--- src/rtl/bel_pkg.sv ---
package bel_pkg;
  localparam int DW    = 32;
  localparam int AW    = 32;
  localparam int DSPW  = 16;
  localparam int NLANE = DW / 8;
  localparam int OFFW  = $clog2(NLANE);

  typedef enum logic [1:0] {
    SZ_BYTE = 2'd0,
    SZ_HALF = 2'd1,
    SZ_WORD = 2'd2,
    SZ_RSVD = 2'd3
  } size_e;

  // base plus sign-extended displacement, modulo 2^AW
  function automatic logic [AW-1:0] eff_addr(input logic [AW-1:0] b,
                                              input logic [DSPW-1:0] d);
    logic [AW-1:0] dx;
    dx = {{(AW-DSPW){d[DSPW-1]}}, d};
    return b + dx;
  endfunction

  function automatic logic misaligned(input size_e s, input logic [OFFW-1:0] o);
    case (s)
      SZ_BYTE: return 1'b0;
      SZ_HALF: return o[0];
      SZ_WORD: return |o;
      default: return 1'b1;
    endcase
  endfunction

  // lane NLANE-1 of the mask is address offset 0 (most significant bits)
  function automatic logic [NLANE-1:0] lane_mask(input size_e s,
                                                  input logic [OFFW-1:0] o);
    logic [NLANE-1:0] m;
    m = '0;
    case (s)
      SZ_BYTE: begin m[NLANE-1] = 1'b1; m = m >> o; end
      SZ_HALF: begin m[NLANE-1 -: 2] = 2'b11; m = m >> o; end
      SZ_WORD: m = '1;
      default: m = '0;
    endcase
    return m;
  endfunction

  function automatic logic [DW-1:0] place_wdata(input size_e s,
                                                 input logic [DW-1:0] d);
    case (s)
      SZ_BYTE: return {NLANE{d[7:0]}};
      SZ_HALF: return {(NLANE/2){d[15:0]}};
      default: return d;
    endcase
  endfunction

  function automatic logic [DW-1:0] extract(input size_e s, input logic uns,
                                             input logic [OFFW-1:0] o,
                                             input logic [DW-1:0] rd);
    logic [7:0]  b;
    logic [15:0] h;
    int top;
    top = DW - 1 - 8 * int'(o);
    b = rd[top -: 8];
    h = rd[top -: 16];
    case (s)
      SZ_BYTE: return {{(DW-8){b[7] & ~uns}}, b};
      SZ_HALF: return {{(DW-16){h[15] & ~uns}}, h};
      default: return rd;
    endcase
  endfunction
endpackage

--- src/rtl/bel_agen.sv ---
module bel_agen
  import bel_pkg::*;
(
  input  logic [AW-1:0]   base,
  input  logic [DSPW-1:0] disp,
  input  size_e           size,
  output logic [AW-1:0]   ea,
  output logic [OFFW-1:0] off,
  output logic            misalign
);
  always_comb begin
    ea       = eff_addr(base, disp);
    off      = ea[OFFW-1:0];
    misalign = misaligned(size, off);
  end
endmodule

--- src/rtl/bel_wpath.sv ---
module bel_wpath
  import bel_pkg::*;
(
  input  logic             enable,
  input  size_e            size,
  input  logic [OFFW-1:0]  off,
  input  logic [DW-1:0]    wdata_in,
  output logic [NLANE-1:0] be,
  output logic [DW-1:0]    wdata_out
);
  always_comb begin
    be        = enable ? lane_mask(size, off) : '0;
    wdata_out = place_wdata(size, wdata_in);
  end
endmodule

--- src/rtl/bel_rpath.sv ---
module bel_rpath
  import bel_pkg::*;
(
  input  logic            clk,
  input  logic            rst_n,
  input  logic            issue_load,
  input  size_e           size,
  input  logic            uns,
  input  logic [OFFW-1:0] off,
  input  logic            mem_rvalid,
  input  logic [DW-1:0]   mem_rdata,
  output logic            ld_valid,
  output logic [DW-1:0]   ld_data
);
  logic            pend_q;
  size_e           size_q;
  logic            uns_q;
  logic [OFFW-1:0] off_q;

  always_ff @(posedge clk) begin
    if (!rst_n) begin
      pend_q <= 1'b0;
      size_q <= SZ_BYTE;
      uns_q  <= 1'b0;
      off_q  <= '0;
    end else begin
      pend_q <= issue_load;
      if (issue_load) begin
        size_q <= size;
        uns_q  <= uns;
        off_q  <= off;
      end
    end
  end

  always_comb begin
    ld_valid = pend_q & mem_rvalid;
    ld_data  = ld_valid ? extract(size_q, uns_q, off_q, mem_rdata) : '0;
  end

  // a result only ever follows a load issued one cycle before
  a_r9_valid_after_issue: assert property (@(posedge clk) disable iff (!rst_n)
    ld_valid |-> $past(issue_load));
  // output quiet when nothing is returned
  a_r10_data_quiet: assert property (@(posedge clk) disable iff (!rst_n)
    !ld_valid |-> ld_data == '0);
endmodule

--- src/rtl/bel_lsu.sv ---
module bel_lsu
  import bel_pkg::*;
(
  input  logic        clk,
  input  logic        rst_n,
  input  logic        req_valid,
  input  logic        req_store,
  input  logic [1:0]  req_size,
  input  logic        req_unsigned,
  input  logic [31:0] req_base,
  input  logic [15:0] req_disp,
  input  logic [31:0] req_wdata,
  output logic        fault,
  output logic        mem_req,
  output logic        mem_we,
  output logic [31:0] mem_addr,
  output logic [3:0]  mem_be,
  output logic [31:0] mem_wdata,
  input  logic        mem_rvalid,
  input  logic [31:0] mem_rdata,
  output logic        ld_valid,
  output logic [31:0] ld_data
);
  size_e           size;
  logic [AW-1:0]   ea;
  logic [OFFW-1:0] off;
  logic            misalign;
  logic            legal;
  logic            issue_load;

  assign size = size_e'(req_size);

  bel_agen u_agen (
    .base(req_base), .disp(req_disp), .size(size),
    .ea(ea), .off(off), .misalign(misalign)
  );

  assign fault      = req_valid & misalign;
  assign legal      = req_valid & ~misalign;
  assign issue_load = legal & ~req_store;
  assign mem_req    = legal;
  assign mem_we     = legal & req_store;
  assign mem_addr   = {ea[AW-1:OFFW], {OFFW{1'b0}}};

  bel_wpath u_wpath (
    .enable(legal), .size(size), .off(off), .wdata_in(req_wdata),
    .be(mem_be), .wdata_out(mem_wdata)
  );

  bel_rpath u_rpath (
    .clk(clk), .rst_n(rst_n), .issue_load(issue_load), .size(size),
    .uns(req_unsigned), .off(off), .mem_rvalid(mem_rvalid),
    .mem_rdata(mem_rdata), .ld_valid(ld_valid), .ld_data(ld_data)
  );

  // a faulted request leaves the bus idle
  a_r3_fault_quiet_bus: assert property (@(posedge clk) disable iff (!rst_n)
    fault |-> (!mem_req && !mem_we && mem_be == 4'b0000));
  // bus address is always word aligned
  a_r1_bus_word_aligned: assert property (@(posedge clk) disable iff (!rst_n)
    mem_req |-> mem_addr[1:0] == 2'b00);
  // enables cover 1, 2 or 4 lanes
  a_r4_be_count: assert property (@(posedge clk) disable iff (!rst_n)
    mem_req |-> ($countones(mem_be) == 1 || $countones(mem_be) == 2 ||
                 $countones(mem_be) == 4));
  // a word request that reaches the bus enables every lane
  a_r2_word_all_lanes: assert property (@(posedge clk) disable iff (!rst_n)
    (mem_req && req_size == 2'd2) |-> mem_be == 4'b1111);
  // no enables without a request
  a_r6_be_needs_req: assert property (@(posedge clk) disable iff (!rst_n)
    !mem_req |-> mem_be == 4'b0000);
endmodule

--- config.mk ---
export PLATFORM = sky130hd
export DESIGN_NAME = bel_lsu
export DESIGN_NICKNAME = d
export VERILOG_FILES = /design/src/rtl/bel_pkg.sv /design/src/rtl/bel_agen.sv /design/src/rtl/bel_wpath.sv /design/src/rtl/bel_rpath.sv /design/src/rtl/bel_lsu.sv
export SDC_FILE = /design/constraint.sdc
export NUM_CORES = 1
export LEC_CHECK = 0
export ABC_AREA = 1
export BUFFER_PORTS_ARGS = -buffer_cell sky130_fd_sc_hd__buf_4
export CAP_MARGIN = 20
export CORE_MARGIN = 2
export CORE_UTILIZATION = 50
export DETAILED_ROUTE_END_ITERATION = 12
export PLACE_DENSITY = 0.95
export SYNTH_ARGS = -nofsm -noshare
export SYNTH_HDL_FRONTEND = slang
export SYNTH_HIERARCHICAL = 1
export SYNTH_SLANG_ARGS = --single-unit
--- constraint.sdc ---
create_clock -name clk -period 6.8 [get_ports clk]
set_clock_uncertainty 0.1 [all_clocks]
set_input_delay 1.36 -clock clk [delete_from_list [all_inputs] [get_ports clk]]
set_output_delay 1.36 -clock clk [all_outputs]
set_load 0.1 [all_outputs]
-- Word-level counts from Yosys, hierarchy flattened
Cells that the tools add are included.
- memory bits (writable): 0
- input bits: 120
- logic and storage cells: 32
- ROM bits: 0
- bits in latches: 0
- bits in registers: 6
- output and inout port bits: 104
- memories: 0
- $mul: 0
- add/subtract/negate cells: 2
- shift operators: 4
- equal/unequal tests: 3
- bitwise gates (word level): 10
- $lt $le $gt $ge: 0
- muxes and demuxes: 6
- reductions and logical operators: 3
- divide/modulo/power cells: 0
- operators with widths (operator ; number):
    $pmux 32 s2 ; 2
    $shiftx 47x32->16 ; 1
    $shiftx 39x32->8 ; 1
    $add 32x32->32 ; 1
    $mux 32 ; 1
    $pmux 4 s3 ; 1
    $shr 4x2->4 const A ; 2
    $and 1x1->1 ; 7
    $sub 5x5->6 const A ; 1
    $eq 2x1->1 const B ; 2
    $logic_not 2->1 ; 2
    $mux 4 ; 1
    $not 1->1 ; 3
    $pmux 1 s3 ; 1
    $eq 2x2->1 const B ; 1
    $reduce_or 2->1 ; 1

-- Logic depth before layout (Yosys ltp)
Gate-level depths: netlist of the first run.
- word-level depth: 6
- depth in mapped cells: 12

-- By module
The synthesis of the first run kept the hierarchy.
- by module, submodules not included (module ; area each (um2) ; times used ; cells each ; seq. area each (um2)):
    bel_agen ; 2413.6 ; 1 ; 499 ; 0.0
    bel_rpath ; 1229.9 ; 1 ; 236 ; 120.1
    bel_wpath ; 531.8 ; 1 ; 95 ; 0.0
    bel_lsu ; 51.3 ; 1 ; 11 ; 0.0

-- Worst setup path after synthesis of the first run
Ideal clock, no wire load.
- path kind: input port to output port
- from: input port req_base[0]
- to: output port mem_be[0]
- buffers on the path: 0
- data required time: 5.340 ns
- stages on the path: 9
- data arrival time: 4.680 ns
- path slack: 0.660 ns
- cell sequence: ha_1 fa_1 o21ai_0 nand2_1 inv_1 nand2_2 inv_1 nand2_1 a21oi_1
- word-level cells in the longest chain between the ends: 6
- RTL lines (item ; line ; source):
    start, declared ; bel_lsu.sv:10 ; input logic [31:0] req_base,
    $add 32x32->32 ; bel_pkg.sv:20 ; return b + dx;
    via ea[1] ; bel_lsu.sv:25 ; logic [AW-1:0] ea;
    $reduce_or 2->1 ; bel_pkg.sv:27 ; SZ_WORD: return |o;
    $pmux 1 s3 ; bel_pkg.sv:24 ; case (s)
    via misalign ; bel_lsu.sv:27 ; logic misalign;
    $not 1->1 ; bel_lsu.sv:39 ; assign legal = req_valid & ~misalign;
    $and 1x1->1 ; bel_lsu.sv:39 ;
    via mem_req ; bel_lsu.sv:14 ; output logic mem_req,
    $mux 4 ; bel_wpath.sv:12 ; be = enable ? lane_mask(size, off) : '0;
    end, declared ; bel_lsu.sv:17 ; output logic [3:0] mem_be,
The timed path passes the listed nets, and every way through them passes these cells.

-- Worst setup path after layout of the first run
- from: input port req_base[0]
- to: output port mem_be[3]
- word-level cells in the longest chain between the ends: 6
- RTL lines (item ; line):
    $add 32x32->32 ; bel_pkg.sv:20
    via ea[1] ; bel_lsu.sv:25
    $reduce_or 2->1 ; bel_pkg.sv:27
    $pmux 1 s3 ; bel_pkg.sv:24
    via misalign ; bel_lsu.sv:27
    $not 1->1 ; bel_lsu.sv:39
    $and 1x1->1 ; bel_lsu.sv:39
    $mux 4 ; bel_wpath.sv:12
The timed path passes the listed nets, and every way through them passes these cells.

==> impl_metrics.toml, run 1 <==
[die]
die-area_mm2 = 0.009204
die_width_um = 95.94
coreArea_mm2 = 0.008217
die_y_um = 95.94
io_pins = 224
start_util = 0.5144
rows = 33

[sta]
final-setup-viol-count = 0
final.setup.tns_ns = 0
rsz0062_at_grt = "false"
min_period_over_period = 0.6964
fmax_mhz = 211.2
hold_slack_ns = 0.4646
drv_slew = 0
hold_viol_final = 0
relSlewSlack = 0.3644
tightest_slew_ns = 0.9522
min_period_ns = 4.735

[cells_and_area]
fin_area_mm2 = 0.005856
area_growth_pct = 38.54
n_fill_cell = 752
diodes = 0
finalNonFillerCells = 1146
fin_nets = 1195
drive_gt1_frac = 0.2805

[global_routing]
grt_pass1_vias = 4942
grt_usage = 0.3043
grt_start_max_net_pins = 27
grt_pass1_wl_mm = 22.55
antenna_found_initial = 0
grt_overflow = 0

[synth]
synth_area_leader_cell = "nand2_1"
avgSynthCellArea_um2 = 5.026
ys.flop_type = "dfxtp_1"
ys_seq_elements = 6
synth_most_common_cell = "nand2_1"
async_flop_share = 0
ys_top_cells_by_count = "nand2_1 (367), inv_1 (134), nor2_1 (80)"
ys_types = 37
yosysTopAreaCellShare = 0.3259
synth_edf_count = 0
ys_warn_count = 6
seq_area_frac_synth = 0.02842
syn-cell-area_mm2 = 0.004227
postSynthCellCount = 841
ys_top_cells_by_area = "nand2_1 (33%), inv_1 (12%), ha_1 (9.2%)"

[drt]
via_count = 5805
drtAntennaViolNets = 0
wirelength_mm = 14.29
wl_per_cell_um = 12.47
firstDrtPassIters = 5
drt_iter0_markers = 428
drc = 0
vias_per_cell = 5.065

[power]
ir_worst_vdd_v = 0.0001739
p_leak_nw = 3.772
p_int_uw = 291.3
power_frac_comb = 0.902
pwr-share-clk = 0.052
swShare = 0.7018
switchingPower_uw = 685.7
seqPwrFrac = 0.045
power.density_mw_per_mm2 = 166.9

[clock_network]
clock-sinks = 6
clock_latency_ns = 0.21
clockRootBuffer = "clkbuf_8"
cts-buffers-inserted = 3
clock_path_buffers = 2
h-tree-depth = 1
path_clk_slew_ns = 0.03
cts_resized = 0
tritoncts = "yes"
ctsHoldBuffers = 0
postCtsSetupBuffers = 0

[min_path]
hp-start = "u_rpath/size_q[0]"
hold_end = "u_rpath/size_q[0]"
hold_depth = 2
hold_path_class = "reg -> reg"

[outcome]
outcome = "finished, final reports clean"

[worst_setup_path]
r2r-start = "u_rpath/off_q[0]"
worstSetupEndpointType = "primary output"
critPathKind = "in -> out"
startpoint_type = "primary input"
worstPathRequired_ns = 5.34
cp_max_fo = 5
reg2reg_depth = 2
worst_ep_arrival_time_ns = 3.28
r2r_slack_ns = 5.26
r2r_end = "u_rpath/off_q[0]"

[place]
gp_congestion = 1.029
dp_hpwl_mm = 12.22
dp.cells = 1143
place_area_mm2 = 0.005814
portBuffers = 221

[flow_run]
cap_violations = 0
layout make-up:
type / count / area (um^2) / area share
well taps: 105 / 131.4 / 0.02244
flip-flops and latches: 6 / 120.1 / 0.02051
multi-input cells: 669 / 3363 / 0.5744
inverters: 142 / 540.5 / 0.09231
repair buffers: 221 / 1659 / 0.2833
clock buffers: 3 / 41.29 / 0.007051
how the worst max path moves through the flow:
stage / from / slack [ns] / endpoint / cells after the start
final: req_base[0] / 2.06 / mem_be[3] / 11
after global routing: req_base[0] / 1.87 / mem_be[3] / 11
after CTS: req_base[0] / 2.09 / mem_be[3] / 11
after detailed placement: req_base[0] / 2.11 / mem_be[3] / 11
after global placement: req_base[0] / 2.16 / mem_be[0] / 11
after floorplan: req_base[0] / 0.66 / mem_be[0] / 9
through the flow:
stage | utilization | total power [mW] | setup slack [ns]
detailed placement | 0.7076 | 0.9190 | 2.109
CTS | 0.7127 | 0.9729 | 2.088
global route | 0.7127 | 1.031 | 1.870
floorplan | - | 0.7194 | 0.6602
finish | 0.7127 | 0.9771 | 2.065
global placement | 0.7076 | 0.9123 | 2.165
cells by family after synthesis:
group,count (synthesis),share of synthesized area
adders and majority gates,32,0.09651
buffers and inverters,167,0.1767
DFF,6,0.02842
and+or+nand+nor,564,0.5814
xor gates and xnor gates,16,0.03316
AOI/OAI and AO/OA,55,0.08289
other,1,0.0008872
metal layers:
metal  vias up  part of all wire  track usage
li1       2951                 -            -
met1      2529              0.42       0.3957
met2       307              0.47       0.5309
met3        18              0.10      0.04307
met4         0             0.011      0.06786
met5         -                 0            0
cell usage in the layout, fill, tap and decap left out, drive strengths merged, types with 6 or more instances in the layout:
cell	count
a21oi	28
buf	221
dfxtp	6
ha	31
inv	142
nand2	389
nand3	68
nor2	96
nor3	6
o211ai	8
o21ai	16
xor2	14
state kept, by name, summed over array words and instances (netlist names):
name,count
u_rpath/size_q,2
u_rpath/uns_q,1
u_rpath/off_q,2
u_rpath/pend_q,1
critical path, stage by stage:
cell and delay [ns]:
buf_4 0.11, ha_1 0.23, fa_1 0.52, o21ai_0 0.20, nand2_1 0.09, inv_1 0.07, nand2_2 0.05, inv_1 0.07
nand2_1 0.11, a21oi_1 0.15, buf_4 0.31
power by group through the flow:
stage	logic, mW	clock network [mW]	registers, mW
3_5_place_dp	0.874	0	0.0447
5_1_grt	0.931	0.0550	0.0450
4_1_cts	0.877	0.0517	0.0442
3_3_place_gp	0.868	0	0.0446
2_1_floorplan	0.680	0	0.0391
6_report	0.882	0.0510	0.0445
No activity file was read; power rests on OpenSTA's default activity.
==> run 2: changes to the inputs <==
--- a/config.mk
+++ b/config.mk
@@ -9,9 +9,9 @@
 export BUFFER_PORTS_ARGS = -buffer_cell sky130_fd_sc_hd__buf_4
 export CAP_MARGIN = 20
 export CORE_MARGIN = 2
-export CORE_UTILIZATION = 50
+export CORE_UTILIZATION = 47
 export DETAILED_ROUTE_END_ITERATION = 12
-export PLACE_DENSITY = 0.95
+export PLACE_DENSITY = 0.92
 export SYNTH_ARGS = -nofsm -noshare
 export SYNTH_HDL_FRONTEND = slang
 export SYNTH_HIERARCHICAL = 1
==> constraint.sdc (replaced) <==
create_clock -name clk -period 4.46 [get_ports clk]
set_clock_uncertainty 0.1 [all_clocks]
set_input_delay 0.892 -clock clk [delete_from_list [all_inputs] [get_ports clk]]
set_output_delay 0.892 -clock clk [all_outputs]
set_load 0.1 [all_outputs]
==> run 2 against run 1 <==
Against the previous run:
- sequential power grew 50%
- final area increased by 0.45%
- clock power increased by 52%
- critical path type unchanged
- non-clock buffer count rose by 1
- power grew 53%
- first-iteration DRC count fell by 31%
- global-route usage shrank 2.3 points
- via count down 1.9%
- die area rose by 6.1%
- register-to-register slack got worse by 2.2 ns
- worst hold slack gained 0.00096 ns
==> impl_metrics.toml, run 2 (synthesis results as in run 1) <==
[die]
start_util = 0.4846
coreArea_mm2 = 0.008721
rows = 34
io_pins = 224
die-area_mm2 = 0.009767
die_y_um = 98.83
die_width_um = 98.83

[global_routing]
antenna_found_initial = 0
grt_start_max_net_pins = 27
grt_pass1_wl_mm = 23.34
grt_usage = 0.2813
grt_pass1_vias = 5134
grt_overflow = 0

[sta]
hold_slack_ns = 0.4656
fmax_mhz = 257.7
final-setup-viol-count = 0
min_period_ns = 3.880
relSlewSlack = 0.5573
final.setup.tns_ns = 0
drv_slew = 0
min_period_over_period = 0.8700
tightest_slew_ns = 0.6632
rsz0062_at_grt = "false"
postLayoutSetupSlackWorst_ns = 0.5798
hold_viol_final = 0

[drt]
drc = 0
drtAntennaViolNets = 0
wirelength_mm = 14.15
wl_per_cell_um = 12.30
drt_iter0_markers = 296
vias_per_cell = 4.954
via_count = 5697
firstDrtPassIters = 4

[worst_setup_path]
crit_chain = "buf_4, ha_1, fa_1, o21ai_0, nand2_1, inv_1, nand2_2, inv_1, nand2_1, a21oi_2, buf_4"
startpoint_type = "primary input"
critPathKind = "in -> out"
cp_max_fo = 5
worst_ep_arrival_time_ns = 2.89
cp_slowest_cell = "fa_1"
worstPathRequired_ns = 3.47
critical-path-max-stage-delay_ns = 0.52
worstSetupEndpointType = "primary output"

[outcome]
outcome = "finished, final reports clean"

[flow_run]
cap_violations = 0

[cells_and_area]
reg_top3 = "u_rpath/off_q x2, u_rpath/size_q x2"
utilization = 0.6745
finalNonFillerCells = 1150
area_growth_pct = 39.17
mostFrequentLayoutCells = "nand2_1 (367), buf_4 (222), inv_1 (134), nor2_1 (80), nand3_1 (62)"
mostFrequentLayoutCell = "nand2_1"
fin_nets = 1196
drive_gt1_frac = 0.2850
diodes = 0

[clock_network]
clock_latency_ns = 0.21
postCtsSetupBuffers = 0
tritoncts = "yes"
clockRootBuffer = "clkbuf_8"
clock_path_buffers = 2
clock-sinks = 6
h-tree-depth = 1
ctsHoldBuffers = 0
path_clk_slew_ns = 0.03
cts_resized = 0
cts-buffers-inserted = 3

[place]
dp_hpwl_mm = 12.18
gp_congestion = 0.9861
dp_slack_ns = 0.6141
portBuffers = 221
dp.cells = 1147

[min_path]
hold_path_class = "reg -> reg"

[power]
power.density_mw_per_mm2 = 253.4
p_leak_nw = 3.776
ir_worst_vdd_v = 0.0002351
run 2: worst max-delay path, delay by kind of cell:
| kind | cells | cell delay, ns |
|---|---|---|
| adder cells (fa/ha/maj) | 2 | 0.75 |
| AO/OA/AOI/OAI | 2 | 0.37 |
| buffers and inverters | 4 | 0.55 |
| AND/OR/NAND/NOR | 3 | 0.32 |
run 2: cell type report:
cell class                      count  area [um^2]
Inverter                          142        540.5
Tap cell                          108        135.1
Fill cell                         820         2839
Clock buffer                        3        41.29
Sequential cell                     6        120.1
Multi-Input combinational cell    669         3378
Timing Repair Buffer              222         1667
run 2: final timing paths:
check	from	slack (ns)	cells past startpoint	to
worst max register to register	u_rpath/size_q[1]	3.11	2	u_rpath/size_q[1]
worst min-delay path	u_rpath/size_q[0]	0.47	2	u_rpath/size_q[0]
worst min register to register	u_rpath/size_q[0]	0.47	2	u_rpath/size_q[0]
worst max-delay path	req_base[0]	0.58	11	mem_be[1]
run 2: where the power goes:
group | switching, mW | internal [mW]
clock network | 0.0197 | 0.0577
registers | 0.00946 | 0.0571
logic | 1.02 | 0.331
total | 1.04 | 0.445
run 2: stage by stage:
stage               power [mW]  instance area (um^2)
floorplan                1.099                  4245
global placement         1.395                  5841
detailed placement       1.405                  5841
CTS                      1.487                  5882
global route             1.578                  5882
finish                   1.490                  5882
run 2: routing by layer:
| layer | routed length (um) | GRT usage | vias up |
|---|---|---|---|
| li1 | - | - | 2957 |
| met1 | 6079 | 0.3755 | 2475 |
| met2 | 6529 | 0.4782 | 240 |
| met3 | 1225 | 0.03262 | 25 |
| met4 | 312 | 0.07798 | 0 |
| met5 | 0 | 0 | - |
==> run 3: changes to the inputs <==
--- a/config.mk
+++ b/config.mk
@@ -8,6 +8,7 @@
 export ABC_AREA = 1
 export BUFFER_PORTS_ARGS = -buffer_cell sky130_fd_sc_hd__buf_4
 export CAP_MARGIN = 20
+export CORE_ASPECT_RATIO = 0.9
 export CORE_MARGIN = 2
 export CORE_UTILIZATION = 47
 export DETAILED_ROUTE_END_ITERATION = 12
==> constraint.sdc (replaced) <==
create_clock -name clk -period 4.46 [get_ports clk]
set_clock_uncertainty 0.1 [all_clocks]
set_input_delay 0.446 -clock clk [delete_from_list [all_inputs] [get_ports clk]]
set_output_delay 0.446 -clock clk [all_outputs]
set_load 0.1 [all_outputs]
==> run 3 against run 2 <==
Against the previous run:
- sequential power increased by 1%
- cell count grew 0.87%
- clock-buffer cell count is the same
- first-iteration DRC count increased by 38%
- final area decreased by 0.15%
- worst setup slack better by 0.92 ns
- highest routed layer unchanged
- clock power rose by 0.6%
- global-route usage down 0.14 points
- utilization rose by 0.46 points
==> impl_metrics.toml, run 3 (synthesis results as in run 1) <==
[outcome]
outcome = "finished, final reports clean"

[clock_network]
clockRootBuffer = "clkbuf_8"
clock_latency_ns = 0.22
path_clk_slew_ns = 0.03
h-tree-depth = 1
ctsHoldBuffers = 0
postCtsSetupBuffers = 0
clock-sinks = 6
cts_resized = 0
clock_path_buffers = 2
cts-buffers-inserted = 3
tritoncts = "yes"

[drt]
wirelength_mm = 14.06
drt_iter0_markers = 407
drc = 0
wl_per_cell_um = 12.12
vias_per_cell = 4.912
via_count = 5698
firstDrtPassIters = 5
drtAntennaViolNets = 0

[sta]
postLayoutSetupSlackWorst_ns = 1.504
fmax_mhz = 338.3
rsz0062_at_grt = "false"
min_period_ns = 2.956
min_period_over_period = 0.6627
tightest_slew_ns = 0.9031
hold_viol_final = 0
drv_slew = 0
relSlewSlack = 0.3971
final-setup-viol-count = 0
final.setup.tns_ns = 0

[worst_setup_path]
startpoint_type = "flip-flop"
r2r_slack_ns = 2.94
startpoint = "u_rpath/off_q[0]"
cp_max_fo = 26
worstPathRequired_ns = 3.91
crit_chain = "inv_6, nand2_2, nand3_2, nand3b_1, nand2_2, nand2_4, nor2_1, buf_4"
cp_slowest_cell = "dfxtp_1"
critPathCapture = "ld_data[17]"
worst_ep_arrival_time_ns = 2.41
critPathKind = "reg -> out"
critical-path-max-stage-delay_ns = 0.90
r2r_end = "u_rpath/off_q[0]"
cpMostUsedCell = "nand2_2"
reg2reg_depth = 2
worstSetupEndpointType = "primary output"
r2r-start = "u_rpath/off_q[0]"

[place]
dp_slack_ns = 1.611
gp_congestion = 1.016
portBuffers = 221
dp_hpwl_mm = 12.12

[cells_and_area]
diodes = 0
mostFrequentLayoutCells = "nand2_1 (367), buf_4 (221), inv_1 (134), nor2_1 (80), nand3_1 (62)"
mostFrequentLayoutCell = "nand2_1"
area_growth_pct = 38.96
reg_top3 = "u_rpath/off_q x2, u_rpath/size_q x2"
fin_nets = 1195
drive_gt1_frac = 0.2805

[die]
coreArea_mm2 = 0.008648
rows = 32
start_util = 0.4887
io_pins = 224
die_width_um = 104.0
die_y_um = 93.97
die-area_mm2 = 0.009769

[global_routing]
grt_overflow = 0
grt_start_max_net_pins = 27
antenna_found_initial = 0
grt_pass1_vias = 4930
grt_pass1_wl_mm = 22.91
grt_usage = 0.2799

[power]
ir_worst_vdd_v = 0.0002481
p_leak_nw = 3.772
power.density_mw_per_mm2 = 253.1

[flow_run]
cap_violations = 0

[min_path]
hold_path_class = "in -> reg"
-- run 3: through the flow --
| stage | hold WS [ns] | area, um^2 | power (mW) | util | instances |
|---|---|---|---|---|---|
| final | 0.3472 | 5873 | 1.487 | 0.6791 | 1160 |
| after global routing | 0.3610 | 5873 | 1.572 | 0.6791 | 1160 |
| after CTS | 0.3459 | 5873 | 1.484 | 0.6791 | 1160 |
| after detailed placement | 0.4783 | 5832 | 1.401 | 0.6743 | 1157 |
| after global placement | 0.4647 | 5832 | 1.394 | 0.6743 | 1157 |
| after floorplan | 0.4363 | 4230 | 1.097 | - | 842 |
-- run 3: power by group --
group          leakage (nW)  switching, mW  internal, mW
clock                0.0216         0.0202        0.0577
sequential           0.0489         0.0104        0.0571
combinational          3.70           1.01         0.330
total                  3.77           1.04         0.445
-- run 3: routing by layer --
| metal | share of wire | up-vias | wire length [um] | global-route usage |
|---|---|---|---|---|
| li1 | - | 2952 | - | - |
| met1 | 0.44 | 2450 | 6158 | 0.3767 |
| met2 | 0.45 | 276 | 6354 | 0.4770 |
| met3 | 0.095 | 20 | 1342 | 0.04022 |
| met4 | 0.014 | 0 | 202 | 0.05856 |
| met5 | 0 | - | 0 | 0 |
-- run 3: cell type report --
class | count | area (um^2)
Clock buffer | 3 | 41.29
Fill cell | 808 | 2775
Inverter | 142 | 540.5
Multi-Input combinational cell | 669 | 3363
Sequential cell | 6 | 120.1
Tap cell | 119 | 148.9
Timing Repair Buffer | 221 | 1659
-- run 3: worst max-delay path, delay by kind of cell, from the launching register on --
kind	cells	cell delay [ns]
flip-flops	1	0.90
buffers and inverters	2	0.45
AND/OR/NAND/NOR	6	0.81
-- run 3: worst min-delay path by stage --
| stage | from | cells past startpoint | slack (ns) | to |
|---|---|---|---|---|
| 2_1_floorplan | u_rpath/uns_q | 2 | 0.44 | u_rpath/uns_q |
| 3_3_place_gp | u_rpath/size_q[0] | 2 | 0.46 | u_rpath/size_q[0] |
| 3_5_place_dp | u_rpath/uns_q | 2 | 0.48 | u_rpath/uns_q |
| 4_1_cts | rst_n | 3 | 0.35 | u_rpath/pend_q |
| 5_1_grt | rst_n | 3 | 0.36 | u_rpath/pend_q |
| 6_report | rst_n | 3 | 0.35 | u_rpath/pend_q |
